[src/rtl/page_clear_pkg.sv]
package page_clear_pkg;
  typedef enum logic [1:0] {
    MODE_RESET = 2'd0,
    MODE_HW    = 2'd1,
    MODE_SW    = 2'd2
  } clr_mode_e;
endpackage

[src/rtl/page_clear_fill.sv]
module page_clear_fill #(
  parameter int BLK_W     = 4,
  parameter int DATA_W    = 8,
  parameter int INV_BLOCK = 8,
  parameter logic [DATA_W-1:0] SPACE_CODE = 8'h20,
  parameter logic [DATA_W-1:0] INV_CODE   = 8'h00
) (
  input  logic [BLK_W-1:0]  blk,
  input  logic              inv_en,
  output logic [DATA_W-1:0] fill
);
  localparam logic [BLK_W-1:0] INV_BLK = BLK_W'(INV_BLOCK);

  always_comb begin
    if (inv_en && (blk == INV_BLK)) fill = INV_CODE;
    else                            fill = SPACE_CODE;
  end
endmodule

[src/rtl/page_clear_addr_gen.sv]
module page_clear_addr_gen
  import page_clear_pkg::*;
#(
  parameter int BLK_W      = 4,
  parameter int ROW_W      = 5,
  parameter int COL_W      = 6,
  parameter int ROWS       = 25,
  parameter int COLS       = 40,
  parameter int NUM_BLOCKS = 16
) (
  input  logic             clk,
  input  logic             rst_n,
  input  logic             start,
  input  clr_mode_e        start_mode,
  input  logic [BLK_W-1:0] start_blk,
  input  logic [BLK_W-1:0] start_ext_blk,
  input  logic [ROW_W-1:0] start_p27_row,
  input  logic             start_x24,
  output logic             active,
  output clr_mode_e        cur_mode,
  output logic             last,
  output logic [BLK_W-1:0] wr_blk,
  output logic [ROW_W-1:0] wr_row,
  output logic [COL_W-1:0] wr_col
);
  localparam int SEQ_W = $clog2(ROWS);
  localparam logic [SEQ_W-1:0] IDX_LAST = SEQ_W'(ROWS - 1);
  localparam logic [SEQ_W-1:0] IDX_P27  = SEQ_W'(ROWS - 2);
  localparam logic [COL_W-1:0] COL_LAST = COL_W'(COLS - 1);
  localparam logic [BLK_W-1:0] BLK_LAST = BLK_W'(NUM_BLOCKS - 1);
  localparam logic [ROW_W-1:0] ROW_TOP  = ROW_W'(ROWS - 1);

  logic             active_q, active_d;
  clr_mode_e        mode_q, mode_d;
  logic [BLK_W-1:0] blk_q, blk_d;
  logic [BLK_W-1:0] ext_q, ext_d;
  logic [ROW_W-1:0] p27_q, p27_d;
  logic             x24_q, x24_d;
  logic [SEQ_W-1:0] idx_q, idx_d;
  logic [COL_W-1:0] col_q, col_d;
  logic             col_last, idx_last, blk_last;

  assign col_last = (col_q == COL_LAST);
  assign idx_last = (idx_q == IDX_LAST);
  assign blk_last = (blk_q == BLK_LAST);
  assign last     = active_q && col_last && idx_last &&
                    ((mode_q != MODE_RESET) || blk_last);
  assign active   = active_q;
  assign cur_mode = mode_q;
  assign wr_col   = col_q;

  // row sequence mapping
  always_comb begin
    wr_blk = blk_q;
    wr_row = ROW_W'(idx_q);
    if (mode_q == MODE_HW) begin
      if (idx_q < IDX_P27) begin
        wr_row = ROW_W'(idx_q) + ROW_W'(1);
      end else if (idx_q == IDX_P27) begin
        wr_blk = ext_q;
        wr_row = p27_q;
      end else if (x24_q) begin
        wr_row = ROW_TOP;
      end else begin
        wr_blk = ext_q;
        wr_row = '0;
      end
    end
  end

  // next state
  always_comb begin
    active_d = active_q;
    mode_d   = mode_q;
    blk_d    = blk_q;
    ext_d    = ext_q;
    p27_d    = p27_q;
    x24_d    = x24_q;
    idx_d    = idx_q;
    col_d    = col_q;
    if (start) begin
      active_d = 1'b1;
      mode_d   = start_mode;
      blk_d    = (start_mode == MODE_RESET) ? '0 : start_blk;
      ext_d    = start_ext_blk;
      p27_d    = start_p27_row;
      x24_d    = start_x24;
      idx_d    = '0;
      col_d    = '0;
    end else if (active_q) begin
      if (!col_last) begin
        col_d = col_q + COL_W'(1);
      end else begin
        col_d = '0;
        if (!idx_last) begin
          idx_d = idx_q + SEQ_W'(1);
        end else begin
          idx_d = '0;
          if ((mode_q == MODE_RESET) && !blk_last) blk_d = blk_q + BLK_W'(1);
          else                                      active_d = 1'b0;
        end
      end
    end
  end

  always_ff @(posedge clk or negedge rst_n) begin
    if (!rst_n) begin
      active_q <= 1'b0;
      mode_q   <= MODE_RESET;
      blk_q    <= '0;
      ext_q    <= '0;
      p27_q    <= '0;
      x24_q    <= 1'b0;
      idx_q    <= '0;
      col_q    <= '0;
    end else begin
      active_q <= active_d;
      mode_q   <= mode_d;
      blk_q    <= blk_d;
      ext_q    <= ext_d;
      p27_q    <= p27_d;
      x24_q    <= x24_d;
      idx_q    <= idx_d;
      col_q    <= col_d;
    end
  end
endmodule

[src/rtl/page_clear_arbiter.sv]
module page_clear_arbiter
  import page_clear_pkg::*;
#(
  parameter int BLK_W = 4
) (
  input  logic             clk,
  input  logic             rst_n,
  input  logic             line_start,
  input  logic             hw_trig,
  input  logic             sw_clear,
  input  logic [BLK_W-1:0] sw_block,
  input  logic             gen_active,
  input  clr_mode_e        gen_mode,
  input  logic             gen_last,
  output logic             start,
  output clr_mode_e        start_mode,
  output logic [BLK_W-1:0] sw_blk,
  output logic             busy
);
  logic             rst_pend_q;
  logic             sw_pend_q, sw_pend_d;
  logic [BLK_W-1:0] sw_blk_q, sw_blk_d;
  logic             hw_used_q, hw_used_d;
  logic             rst_run, hw_run, hw_go, sw_go, sw_done;

  assign rst_run = rst_pend_q || (gen_active && (gen_mode == MODE_RESET));
  assign hw_run  = gen_active && (gen_mode == MODE_HW);
  assign hw_go   = hw_trig && !rst_run && !hw_run && !hw_used_q;
  assign sw_go   = line_start && sw_pend_q && !rst_run && !gen_active && !hw_go;
  assign sw_done = gen_last && (gen_mode == MODE_SW);

  always_comb begin
    start      = rst_pend_q || hw_go || sw_go;
    start_mode = rst_pend_q ? MODE_RESET : (hw_go ? MODE_HW : MODE_SW);
  end

  always_comb begin
    sw_pend_d = sw_pend_q;
    sw_blk_d  = sw_blk_q;
    if (sw_done) begin
      sw_pend_d = 1'b0;
    end else if (sw_clear && !sw_pend_q) begin
      sw_pend_d = 1'b1;
      sw_blk_d  = sw_block;
    end
    hw_used_d = line_start ? hw_go : (hw_used_q || hw_go);
  end

  always_ff @(posedge clk or negedge rst_n) begin
    if (!rst_n) begin
      rst_pend_q <= 1'b1;
      sw_pend_q  <= 1'b0;
      sw_blk_q   <= '0;
      hw_used_q  <= 1'b0;
    end else begin
      rst_pend_q <= 1'b0;
      sw_pend_q  <= sw_pend_d;
      sw_blk_q   <= sw_blk_d;
      hw_used_q  <= hw_used_d;
    end
  end

  assign sw_blk = sw_blk_q;
  assign busy   = rst_run || sw_pend_q;
endmodule

[src/rtl/page_clear_ctrl.sv]
module page_clear_ctrl
  import page_clear_pkg::*;
#(
  parameter int BLK_W      = 4,
  parameter int ROW_W      = 5,
  parameter int COL_W      = 6,
  parameter int DATA_W     = 8,
  parameter int ROWS       = 25,
  parameter int COLS       = 40,
  parameter int NUM_BLOCKS = 16,
  parameter int INV_BLOCK  = 8
) (
  input  logic                       clk,
  input  logic                       rst_n,
  input  logic                       line_start,
  input  logic                       hdr_valid,
  input  logic                       hdr_first,
  input  logic                       hdr_erase,
  input  logic [BLK_W-1:0]           hdr_block,
  input  logic [BLK_W-1:0]           ext_block,
  input  logic [ROW_W-1:0]           p27_row,
  input  logic                       x24_in_basic,
  input  logic                       inv_en,
  input  logic                       sw_clear,
  input  logic [BLK_W-1:0]           sw_block,
  output logic                       mem_we,
  output logic [BLK_W+ROW_W+COL_W-1:0] mem_addr,
  output logic [DATA_W-1:0]          mem_wdata,
  output logic                       busy
);
  logic             hw_trig;
  logic             start;
  clr_mode_e        start_mode;
  logic [BLK_W-1:0] sw_blk;
  logic [BLK_W-1:0] start_blk;
  logic             gen_active, gen_last;
  clr_mode_e        gen_mode;
  logic [BLK_W-1:0] wr_blk;
  logic [ROW_W-1:0] wr_row;
  logic [COL_W-1:0] wr_col;

  assign hw_trig   = hdr_valid && (hdr_first || hdr_erase);
  assign start_blk = (start_mode == MODE_HW) ? hdr_block : sw_blk;

  page_clear_arbiter #(.BLK_W(BLK_W)) u_arb (
    .clk        (clk),
    .rst_n      (rst_n),
    .line_start (line_start),
    .hw_trig    (hw_trig),
    .sw_clear   (sw_clear),
    .sw_block   (sw_block),
    .gen_active (gen_active),
    .gen_mode   (gen_mode),
    .gen_last   (gen_last),
    .start      (start),
    .start_mode (start_mode),
    .sw_blk     (sw_blk),
    .busy       (busy)
  );

  page_clear_addr_gen #(
    .BLK_W(BLK_W), .ROW_W(ROW_W), .COL_W(COL_W),
    .ROWS(ROWS), .COLS(COLS), .NUM_BLOCKS(NUM_BLOCKS)
  ) u_gen (
    .clk           (clk),
    .rst_n         (rst_n),
    .start         (start),
    .start_mode    (start_mode),
    .start_blk     (start_blk),
    .start_ext_blk (ext_block),
    .start_p27_row (p27_row),
    .start_x24     (x24_in_basic),
    .active        (gen_active),
    .cur_mode      (gen_mode),
    .last          (gen_last),
    .wr_blk        (wr_blk),
    .wr_row        (wr_row),
    .wr_col        (wr_col)
  );

  page_clear_fill #(.BLK_W(BLK_W), .DATA_W(DATA_W), .INV_BLOCK(INV_BLOCK)) u_fill (
    .blk    (wr_blk),
    .inv_en (inv_en),
    .fill   (mem_wdata)
  );

  assign mem_we   = gen_active;
  assign mem_addr = {wr_blk, wr_row, wr_col};
endmodule

[config.mk]
export PLATFORM = sky130hd
export DESIGN_NAME = page_clear_ctrl
export DESIGN_NICKNAME = d
export VERILOG_FILES = /design/src/rtl/page_clear_pkg.sv /design/src/rtl/page_clear_fill.sv /design/src/rtl/page_clear_addr_gen.sv /design/src/rtl/page_clear_arbiter.sv /design/src/rtl/page_clear_ctrl.sv
export SDC_FILE = /design/constraint.sdc
export NUM_CORES = 1
export LEC_CHECK = 0
export BUFFER_PORTS_ARGS = -buffer_cell sky130_fd_sc_hd__buf_4
export CELL_PAD_IN_SITES_DETAIL_PLACEMENT = 0
export CELL_PAD_IN_SITES_GLOBAL_PLACEMENT = 1
export CORE_MARGIN = 10
export CORE_UTILIZATION = 39
export CTS_BUF_LIST = sky130_fd_sc_hd__clkbuf_16
export CTS_CLUSTER_SIZE = 10
export DETAILED_ROUTE_END_ITERATION = 12
export GPL_ROUTABILITY_DRIVEN = 0
export PLACE_DENSITY_LB_ADDON = 0.1
export SETUP_SLACK_MARGIN = 0.05
export SYNTH_ARGS = -nofsm -noshare
export SYNTH_HDL_FRONTEND = slang
export SYNTH_SLANG_ARGS = --single-unit
[constraint.sdc]
create_clock -name clk -period 2.25 [get_ports clk]
set_input_delay 0.225 -clock clk [delete_from_list [all_inputs] [get_ports clk]]
set_output_delay 0.225 -clock clk [all_outputs]
set_load 0.01 [all_outputs]
## Word-level counts from Yosys, hierarchy flattened

Index checks and enable logic that the tools add are counted.

| word-level totals | value |
|---|---|
| register bits | 35 |
| input port bits | 26 |
| logic and storage cells | 100 |

| operators by class | value |
|---|---|
| order comparisons | 1 |
| multiplexer cells | 33 |
| reduce and logical (&&, ||, !) cells | 42 |
| add/sub/neg operators | 3 |
| bitwise operators | 1 |
| equal/unequal tests | 8 |

Operators by type and width:

| operator | count |
|---|---|
| 4-bit 2-to-1 mux | 11 |
| 5-bit 2-to-1 mux | 8 |
| 6-bit 2-to-1 mux | 4 |
| 1-bit logical AND | 17 |
| 2-bit nonzero test | 6 |
| 5-bit == test (second input constant) | 2 |
| 4-bit == test (second input constant) | 2 |
| 1-bit 2-to-1 mux | 8 |
| 1-bit zero test | 7 |
| 1-bit logical OR | 7 |
| 6-bit by 1-bit adder with 6-bit output (second input constant) | 1 |
| 6-bit == test (second input constant) | 1 |
| 5-bit by 1-bit adder with 5-bit output (second input constant) | 1 |
| 5-bit < comparator (second input constant) | 1 |
| 4-bit by 1-bit adder with 4-bit output (second input constant) | 1 |
| 2-bit by 1-bit == test with 1-bit output (second input constant) | 2 |
| 2-bit zero test | 2 |
| 2-bit 2-to-1 mux | 2 |
| 2-bit AND reduction | 2 |
| 4-bit AND reduction | 1 |
| 2-bit == test (second input constant) | 1 |
| 1-bit NOT | 1 |

## Longest topological paths before layout

Gate-level depths: netlist of run 1.

| logic depth | value |
|---|---|
| depth after elaboration | 13 |
| mapped depth | 7 |

## Cells and area by module

A second synthesis of run 1 with hierarchy kept.

| unflattened totals | value |
|---|---|
| cell total of the unflattened synthesis | 198 |
| area, all modules | 2124.5 µm² |

Modules (own cells, without submodules):

| module | area an instance (µm²) | cells an instance | times used |
|---|---|---|---|
| page_clear_addr_gen | 1624.1 | 157 | 1 |
| page_clear_arbiter | 344.1 | 25 | 1 |
| page_clear_ctrl | 81.3 | 6 | 1 |
| page_clear_fill | 75.1 | 10 | 1 |

## Worst setup path after synthesis of run 1

OpenSTA, ideal clock, no wires.

| path | value |
|---|---|
| path kind | flip-flop to output port |
| start point | register u_gen.idx_q[0] |
| end point | output mem_addr[11] |
| required time | 2025 ps |
| arrival time | 1736 ps |
| setup slack | 289 ps |
| cell stages (with the launch flop) | 6 |
| path through | dfrtp_1 > ha_1 > and4b_1 > nor2b_1 > nor3_2 > mux2_2 |

| between the ends | value |
|---|---|
| cells in the longest elaborated chain, start to end | 4 |

RTL lines:

| item | line | text |
|---|---|---|
| from (decl) | page_clear_addr_gen.sv:39 | `logic [SEQ_W-1:0] idx_q, idx_d;` |
| from (signal assigned) | page_clear_addr_gen.sv:123 | `idx_q <= idx_d;` |
| parallel branches: the longest is 2 deep, another holds 5-bit < comparator | n/a |  |
| 4-bit 2-to-1 mux (*) | page_clear_addr_gen.sv:57 | `if (idx_q < IDX_P27) begin` |
| 4-bit 2-to-1 mux (*) | page_clear_addr_gen.sv:56 | `if (mode_q == MODE_HW) begin` |
| to (decl) | page_clear_ctrl.sv:27 | `output logic [BLK_W+ROW_W+COL_W-1:0] mem_addr,` |

Every way passes the cells marked *.

## Worst setup path in the final report of run 1

| path | value |
|---|---|
| start point | register u_gen.idx_q[0] |
| end point | output mem_addr[14] |

Same word-level chain as after synthesis.

==> results of run 1 <==
## report_power, final
| group | switching [W] | internal (W) | total [W] | leakage (nW) |
|---|---|---|---|---|
| clock | 0.000255 | 0.000403 | 0.000658 | 0.0710 |
| combinational | 0.0000713 | 0.0000812 | 0.000152 | 0.775 |
| sequential | 0.0000296 | 0.000664 | 0.000693 | 0.443 |
| total | 0.000356 | 0.00115 | 0.00150 | 1.29 |
## worst paths after layout
kind	start	end	slack, ns	depth (start not counted)
min in group asynchronous	rst_n	u_gen.idx_q[2]$_DFFE_PN0P_	0.45	2
max in group asynchronous	rst_n	u_arb.rst_pend_q$_DFF_PN1_	1.46	2
max reg2reg	u_gen.idx_q[1]$_DFFE_PN0P_	u_arb.sw_blk[0]$_DFFE_PN0P_	0.17	9
min reg2reg	u_gen.x24_q$_DFFE_PN0P_	u_gen.x24_q$_DFFE_PN0P_	0.46	2
max	u_gen.idx_q[0]$_DFFE_PN0P_	mem_addr[14]	0.05	7
min	p27_row[2]	u_gen.p27_q[2]$_DFFE_PN0P_	0.14	3
## state kept, by name, indices dropped and copies added (netlist names)
register          count
u_gen.wr_col          6
u_gen.idx_q           5
u_gen.p27_q           5
u_arb.sw_blk          4
u_gen.blk_q           4
u_gen.ext_q           4
u_gen.cur_mode        2
u_arb.hw_used_q       1
u_arb.rst_pend_q      1
u_arb.sw_pend_q       1
u_gen.active          1
u_gen.x24_q           1
## Yosys cell counts (2+ instances only)
| cell type | count | share of area |
|---|---|---|
| or3_1 | 5 | 0.015 |
| nand4b_1 | 2 | 0.0086 |
| or4_1 | 3 | 0.011 |
| nor3b_1 | 2 | 0.0073 |
| nor3_1 | 5 | 0.012 |
| ha_1 | 4 | 0.024 |
| inv_1 | 8 | 0.015 |
| mux2_2 | 10 | 0.055 |
| xor2_1 | 4 | 0.017 |
| dfrtp_1 | 34 | 0.42 |
| a31oi_1 | 3 | 0.0092 |
| nand3_1 | 5 | 0.012 |
| and4b_1 | 2 | 0.0098 |
| nand2_1 | 39 | 0.072 |
| nor2_1 | 19 | 0.035 |
| a211oi_1 | 2 | 0.0073 |
| buf_4 | 7 | 0.026 |
| nand3b_1 | 2 | 0.0073 |
| o21a_1 | 3 | 0.011 |
| clkbuf_1 | 6 | 0.011 |
| o22ai_1 | 3 | 0.0092 |
| a21oi_1 | 13 | 0.032 |
| nand2b_1 | 5 | 0.015 |
| o21ai_0 | 11 | 0.027 |
| nand4_1 | 2 | 0.0061 |
| nor2b_1 | 4 | 0.012 |
## cells by family (layout without fill, tap and decap cells)
kind of cell | after synthesis | after routing | synth area share
compound gates | 45 | 45 | 0.1353
xor+xnor | 4 | 4 | 0.01714
fa+ha+maj | 4 | 4 | 0.02450
other cells | 1 | 8 | 0.001835
simple gates | 104 | 104 | 0.2707
buf+inv | 24 | 79 | 0.06123
mux | 11 | 11 | 0.06001
flops | 35 | 35 | 0.4293
## cell type report
cell class                 instances  area share
tap                               70     0.03172
clock inverter                     3    0.005890
inverter                           8     0.01087
timing repair buffer              63      0.1803
clock buffer                       5     0.04531
sequential                        35      0.3181
multi-input combinational        176      0.4078
## layer usage
layer / GRT usage / vias to the layer above / part of all wire
met5: 0 / - / 0
met1: 0.1555 / 873 / 0.47
li1: - / 905 / -
met4: 0.03728 / 0 / 0.0085
met2: 0.2018 / 40 / 0.47
met3: 0.03955 / 5 / 0.047
## worst min-delay path, stage by stage
cell,delay [ns]
buf_4,0.07
nand2_1,0.04
nand2_1,0.05
## metrics by stage
| step | worst slack, ns | hold slack (ns) | instances |
|---|---|---|---|
| 2_1_floorplan | 0.2889 | -0.07059 | 235 |
| 3_3_place_gp | 0.2516 | 0.2144 | 345 |
| 3_5_place_dp | 0.2162 | 0.2134 | 345 |
| 4_1_cts | 0.02468 | 0.1406 | 356 |
| 5_1_grt | -0.02387 | 0.1413 | 360 |
| 6_report | 0.04983 | 0.1430 | 360 |
## what timing repair did
action,in CTS,in global routing
pin swaps,0,6
resized for setup,7,18
hold endpoints to repair,34,0
endpoints found under the setup margin,7,11
cloned,0,1
hold buffers,1,0
setup buffers,2,3
==> results.yml, run 1 <==
clock_network:
  clk_pin_slew_ns: 0.06
  cts_buffers: 5
  htreeDepth: 2
  cts_tree: "built"
  cts_root_buf: "clkbuf_16"
  insertion_delay_ns: 0.28
  cts_buffer_depth: 2
  clock-sinks: 35
sta:
  setup_viol: 0
  worstMarginPinSlew_ns: 0.5871
  relSlewSlack: 0.6044
  fin_tns_setup_ns: 0
  fin_skew_ns: 0.004779
  fmax_mhz: 454.5
  period_share: 0.9779
  hold_viol: 0
  final_max_slew_viol_count: 0
  min_period_ns: 2.200
  rsz0062_at_grt: "yes"
logic_synthesis:
  async_flop_share: 1.000
  synth_edf_count: 0
  yosysUniqueCellTypes: 51
  seq_area_frac_synth: 0.4293
  synth_warnings: 0
  synth-seq-cells: 35
  synthCells: 228
  synth_area_mm2: 0.002043
  syn_area_per_cell_um2: 8.961
  synth-main-ff-cell: "dfrtp_1"
critical_path:
  crit_path_max_fanout: 5
  crit_family: "simple AND/OR/NAND/NOR gates"
  endpoint_kind: "output pin"
  worst_setup_path_start_kind: "flip-flop"
  critical_path_arrival_ns: 1.98
  slowest_delay_ns: 0.37
  cpMostUsedCell: "buf_6"
  path_cells: "ha_2 > and4b_2 > nor2b_2 > nor3_2 > buf_6 > mux2_4 > buf_6"
  required_ns: 2.03
  cp.buffers_inverters: 2
  critPathKind: "flip-flop to output pin"
  crit_path_top_delay_cell: "dfrtp_1"
min_path:
  hp-class: "input port to flip-flop"
detailed_routing:
  route.detailed.drc: 0
  drt_wl_total_mm: 5.315
  ant_nets: 0
  num_vias: 1823
  first_pass_iters: 4
  drt_iter0_markers: 57
  avgRoutedWirePerCell_um: 14.76
  vias_per_cell: 5.064
grt:
  antenna_found_initial: 0
  first_global_vias: 1913
  grt_max_degree: 36
  grt-ovfl-total: 0
  grt_pass1_wl_mm: 8.901
  grt_usage: 0.1248
status:
  outcome: "finished, final reports clean"
finish:
  fin_util: 0.5407
  nNetsFinal: 319
  regArea_um2: 878.3
  diodes: 0
  drive_gt1_frac: 0.3207
  layout_commonest_cell: "buf_4"
  final_area_mm2: 0.002761
  layout_common_cells: "buf_4, nand2_1, dfrtp_1"
  multi_input_area_mm2: 0.001126
  fill_cells: 499
  syn_to_final_growth_pct: 35.15
die:
  die_y_um: 92.38
  start_util: 0.4000
  fp.dieW_um: 92.38
  rows: 26
  core_area_mm2: 0.005107
  pin_count: 51
  die-area_mm2: 0.008534
flow_run:
  cap_violations: 0
power_and_ir_drop:
  power_w: 0.001504
  power_density_mw_per_mm2: 544.8
  ir_drop_v: 0.0004450
  power.static_leakage_nw: 1.289
placement:
  dp_hpwl_mm: 3.850
  place_area_mm2: 0.002482
  io_buffers: 43
Note: power is estimated with default switching activity, not from simulation.
==> run 2, diff against run 1 <==
--- a/config.mk
+++ b/config.mk
@@ -5,10 +5,11 @@
 export SDC_FILE = /design/constraint.sdc
 export NUM_CORES = 1
 export LEC_CHECK = 0
+export ABC_AREA = 1
 export BUFFER_PORTS_ARGS = -buffer_cell sky130_fd_sc_hd__buf_4
 export CELL_PAD_IN_SITES_DETAIL_PLACEMENT = 0
 export CELL_PAD_IN_SITES_GLOBAL_PLACEMENT = 1
-export CORE_MARGIN = 10
+export CORE_MARGIN = 1.5
 export CORE_UTILIZATION = 39
 export CTS_BUF_LIST = sky130_fd_sc_hd__clkbuf_16
 export CTS_CLUSTER_SIZE = 10
==> results.yml, run 2 <==
grt:
  grt_usage: 0.1736
  grt-ovfl-total: 0
  antenna_found_initial: 0
  grt_pass1_wl_mm: 8.355
  first_global_vias: 1782
  grt_max_degree: 36
finish:
  layout_commonest_cell: "nand2_1"
  drive_gt1_frac: 0.2441
  fill_cells: 579
  nNetsFinal: 369
  syn_to_final_growth_pct: 24.10
  largest_reg_flops: 6
  layout_common_cells: "nand2_1, buf_4, inv_1, dfrtp_1, o21ai_0"
  diodes: 0
critical_path:
  path_cells: "ha_2 > nand2_1 > inv_2 > nand3_4 > nand2_4 > nand3_4 > nand2_1 > o21ai_1 > nor2_1 > nand2_1 > buf_4"
  worst_setup_path_start_kind: "flip-flop"
  crit_path_max_fanout: 7
  required_ns: 2.03
  endpoint_kind: "output pin"
  critical_path_arrival_ns: 1.79
  cpMostUsedCell: "nand2_1"
  critPathKind: "flip-flop to output pin"
  slowest_delay_ns: 0.40
  crit_path_top_delay_cell: "dfrtp_1"
  reg2regPathDepth: 9
power_and_ir_drop:
  pwr-share-comb: 0.116
  p_int_w: 0.001151
  ir_drop_v: 0.0003102
  p_switching_w: 0.0003821
  power.static_leakage_nw: 1.373
  power_density_mw_per_mm2: 563.8
  pwr-share-seq: 0.451
  switching_share: 0.2492
  clock_power_share: 0.433
logic_synthesis:
  synth_top_area_frac: 0.3883
  yosys-top-cells-count: "nand2_1, dfrtp_1, inv_1, o21ai_0"
  synthMuxAreaShare: 0
  async_flop_share: 1.000
  synthAdderAreaFrac: 0.02284
  synth-seq-cells: 35
  seq_area_frac_synth: 0.4003
  ys_top_cells_by_area: "dfrtp_1, nand2_1, o21ai_0"
  synth_warnings: 0
  synth_area_mm2: 0.002191
  synth-simple-area-share: 0.3107
  synth_xor_area_frac: 0.02798
  synth_edf_count: 0
  yosysUniqueCellTypes: 32
  synth_top_family_by_area: "simple AND/OR/NAND/NOR gates"
  syn_area_per_cell_um2: 7.529
  synthCells: 291
  synth_most_common_cell: "nand2_1"
  synth_compound_area_frac: 0.1165
  yosys.area.top_type: "dfrtp_1"
  synth-main-ff-cell: "dfrtp_1"
clock_network:
  htreeDepth: 2
  clock-sinks: 35
  insertion_delay_ns: 0.28
  cts_tree: "built"
  cts_buffers: 5
  cts_buffer_depth: 2
  clk_pin_slew_ns: 0.06
  cts_root_buf: "clkbuf_16"
  postCtsSetupRepairBufs: 0
sta:
  setup_viol: 0
  hold_ws_ns: 0.1365
  fin_tns_setup_ns: 0
  final_max_slew_viol_count: 0
  hold_viol: 0
  period_share: 0.8977
  fin_skew_ns: 0.004739
  fmax_mhz: 495.1
  rsz0062_at_grt: "yes"
  min_period_ns: 2.020
die:
  core_area_mm2: 0.005473
  fp.dieW_um: 77.95
  die_y_um: 77.95
  rows: 27
  die-area_mm2: 0.006076
  start_util: 0.4003
  pin_count: 51
detailed_routing:
  num_vias: 1925
  drt_wl_total_mm: 4.893
  route.detailed.drc: 0
  vias_per_cell: 4.672
  met3_length_um: 179
  first_pass_iters: 4
  route.met2.wl_mm: 2.276
  drt_iter0_markers: 83
  wl_met1_mm: 2.380
  highest_layer: "met4"
  avgRoutedWirePerCell_um: 11.88
  ant_nets: 0
placement:
  dp_hpwl_mm: 3.567
  io_buffers: 43
status:
  outcome: "finished, final reports clean"
flow_run:
  cap_violations: 0
min_path:
  hold_depth: 2
  hp-class: "input port to flip-flop"
==> run 2: worst paths after layout <==
check                                               to  slack [ns]                       start
max reg2reg                 u_gen.idx_q[4]$_DFFE_PN0P_        0.38      u_gen.active$_DFF_PN0_
max                                       mem_wdata[5]        0.23  u_gen.idx_q[1]$_DFFE_PN0P_
min                          u_arb.hw_used_q$_DFF_PN0_        0.14                  line_start
max in group asynchronous   u_arb.rst_pend_q$_DFF_PN1_        1.45                       rst_n
min reg2reg                 u_gen.ext_q[2]$_DFFE_PN0P_        0.48  u_gen.ext_q[2]$_DFFE_PN0P_
min in group asynchronous  u_gen.wr_col[3]$_DFFE_PN0P_        0.44                       rst_n
==> run 2: layer usage <==
metal / track usage / up-vias
met2: 0.2817 / 32
met4: 0.05357 / 0
met3: 0.04118 / 6
met5: 0 / -
li1: - / 1023
met1: 0.2283 / 864
==> run 2: kinds of logic (layout without fill, tap and decap cells) <==
group                    count (synthesis)  count (layout)
AND/OR/NAND/NOR                        144             144
buffers and inverters                   55              97
AO/OA/AOI/OAI                           45              45
flip-flops                              35              35
XOR/XNOR                                 7               7
adder cells (fa/ha/maj)                  4               4
other                                    1               8
==> run 2: layout make-up <==
class,instances,area (µm²),area share
Multi-Input combinational cell,208,1095,0.4027
Sequential cell,35,878.3,0.3231
Timing Repair Buffer,47,355.3,0.1307
Inverter,42,160.2,0.05890
Clock buffer,5,125.1,0.04602
Tap cell,72,90.09,0.03313
Clock inverter,3,15.01,0.005522
==> run 2: power groups by stage <==
| stage | Sequential [W] | Clock [W] | Combinational [W] |
|---|---|---|---|
| 2_1_floorplan | 0.000697 | 0 | 0.000110 |
| 3_3_place_gp | 0.000701 | 0 | 0.000177 |
| 3_5_place_dp | 0.000701 | 0 | 0.000179 |
| 4_1_cts | 0.000690 | 0.000683 | 0.000181 |
| 5_1_grt | 0.000695 | 0.000715 | 0.000204 |
| 6_report | 0.000691 | 0.000664 | 0.000178 |
==> run 2: worst max-delay path: cells and delay by family, from the launching register on <==
family	cells	cell delay (ns)
compound gates	1	0.07
buf+inv	2	0.22
simple gates	7	0.61
fa+ha+maj	1	0.21
flops	1	0.40
==> run 2: timing repair <==
item	CTS	global route
gates resized for setup	0	7
endpoints found under the setup margin	0	5
hold buffers	1	0
hold endpoints to repair	34	0
==> run 2: per-stage QoR <==
step	total power [W]	instance area (µm²)	setup WS [ns]	util	cells
floorplan	0.0008074	2217	0.5964	-	298
global placement	0.0008775	2550	0.3870	0.4659	403
detailed placement	0.0008796	2550	0.3793	0.4659	403
CTS	0.001553	2700	0.08818	0.4934	412
global route	0.001614	2719	0.01293	0.4968	412
finish	0.001533	2719	0.2302	0.4968	412
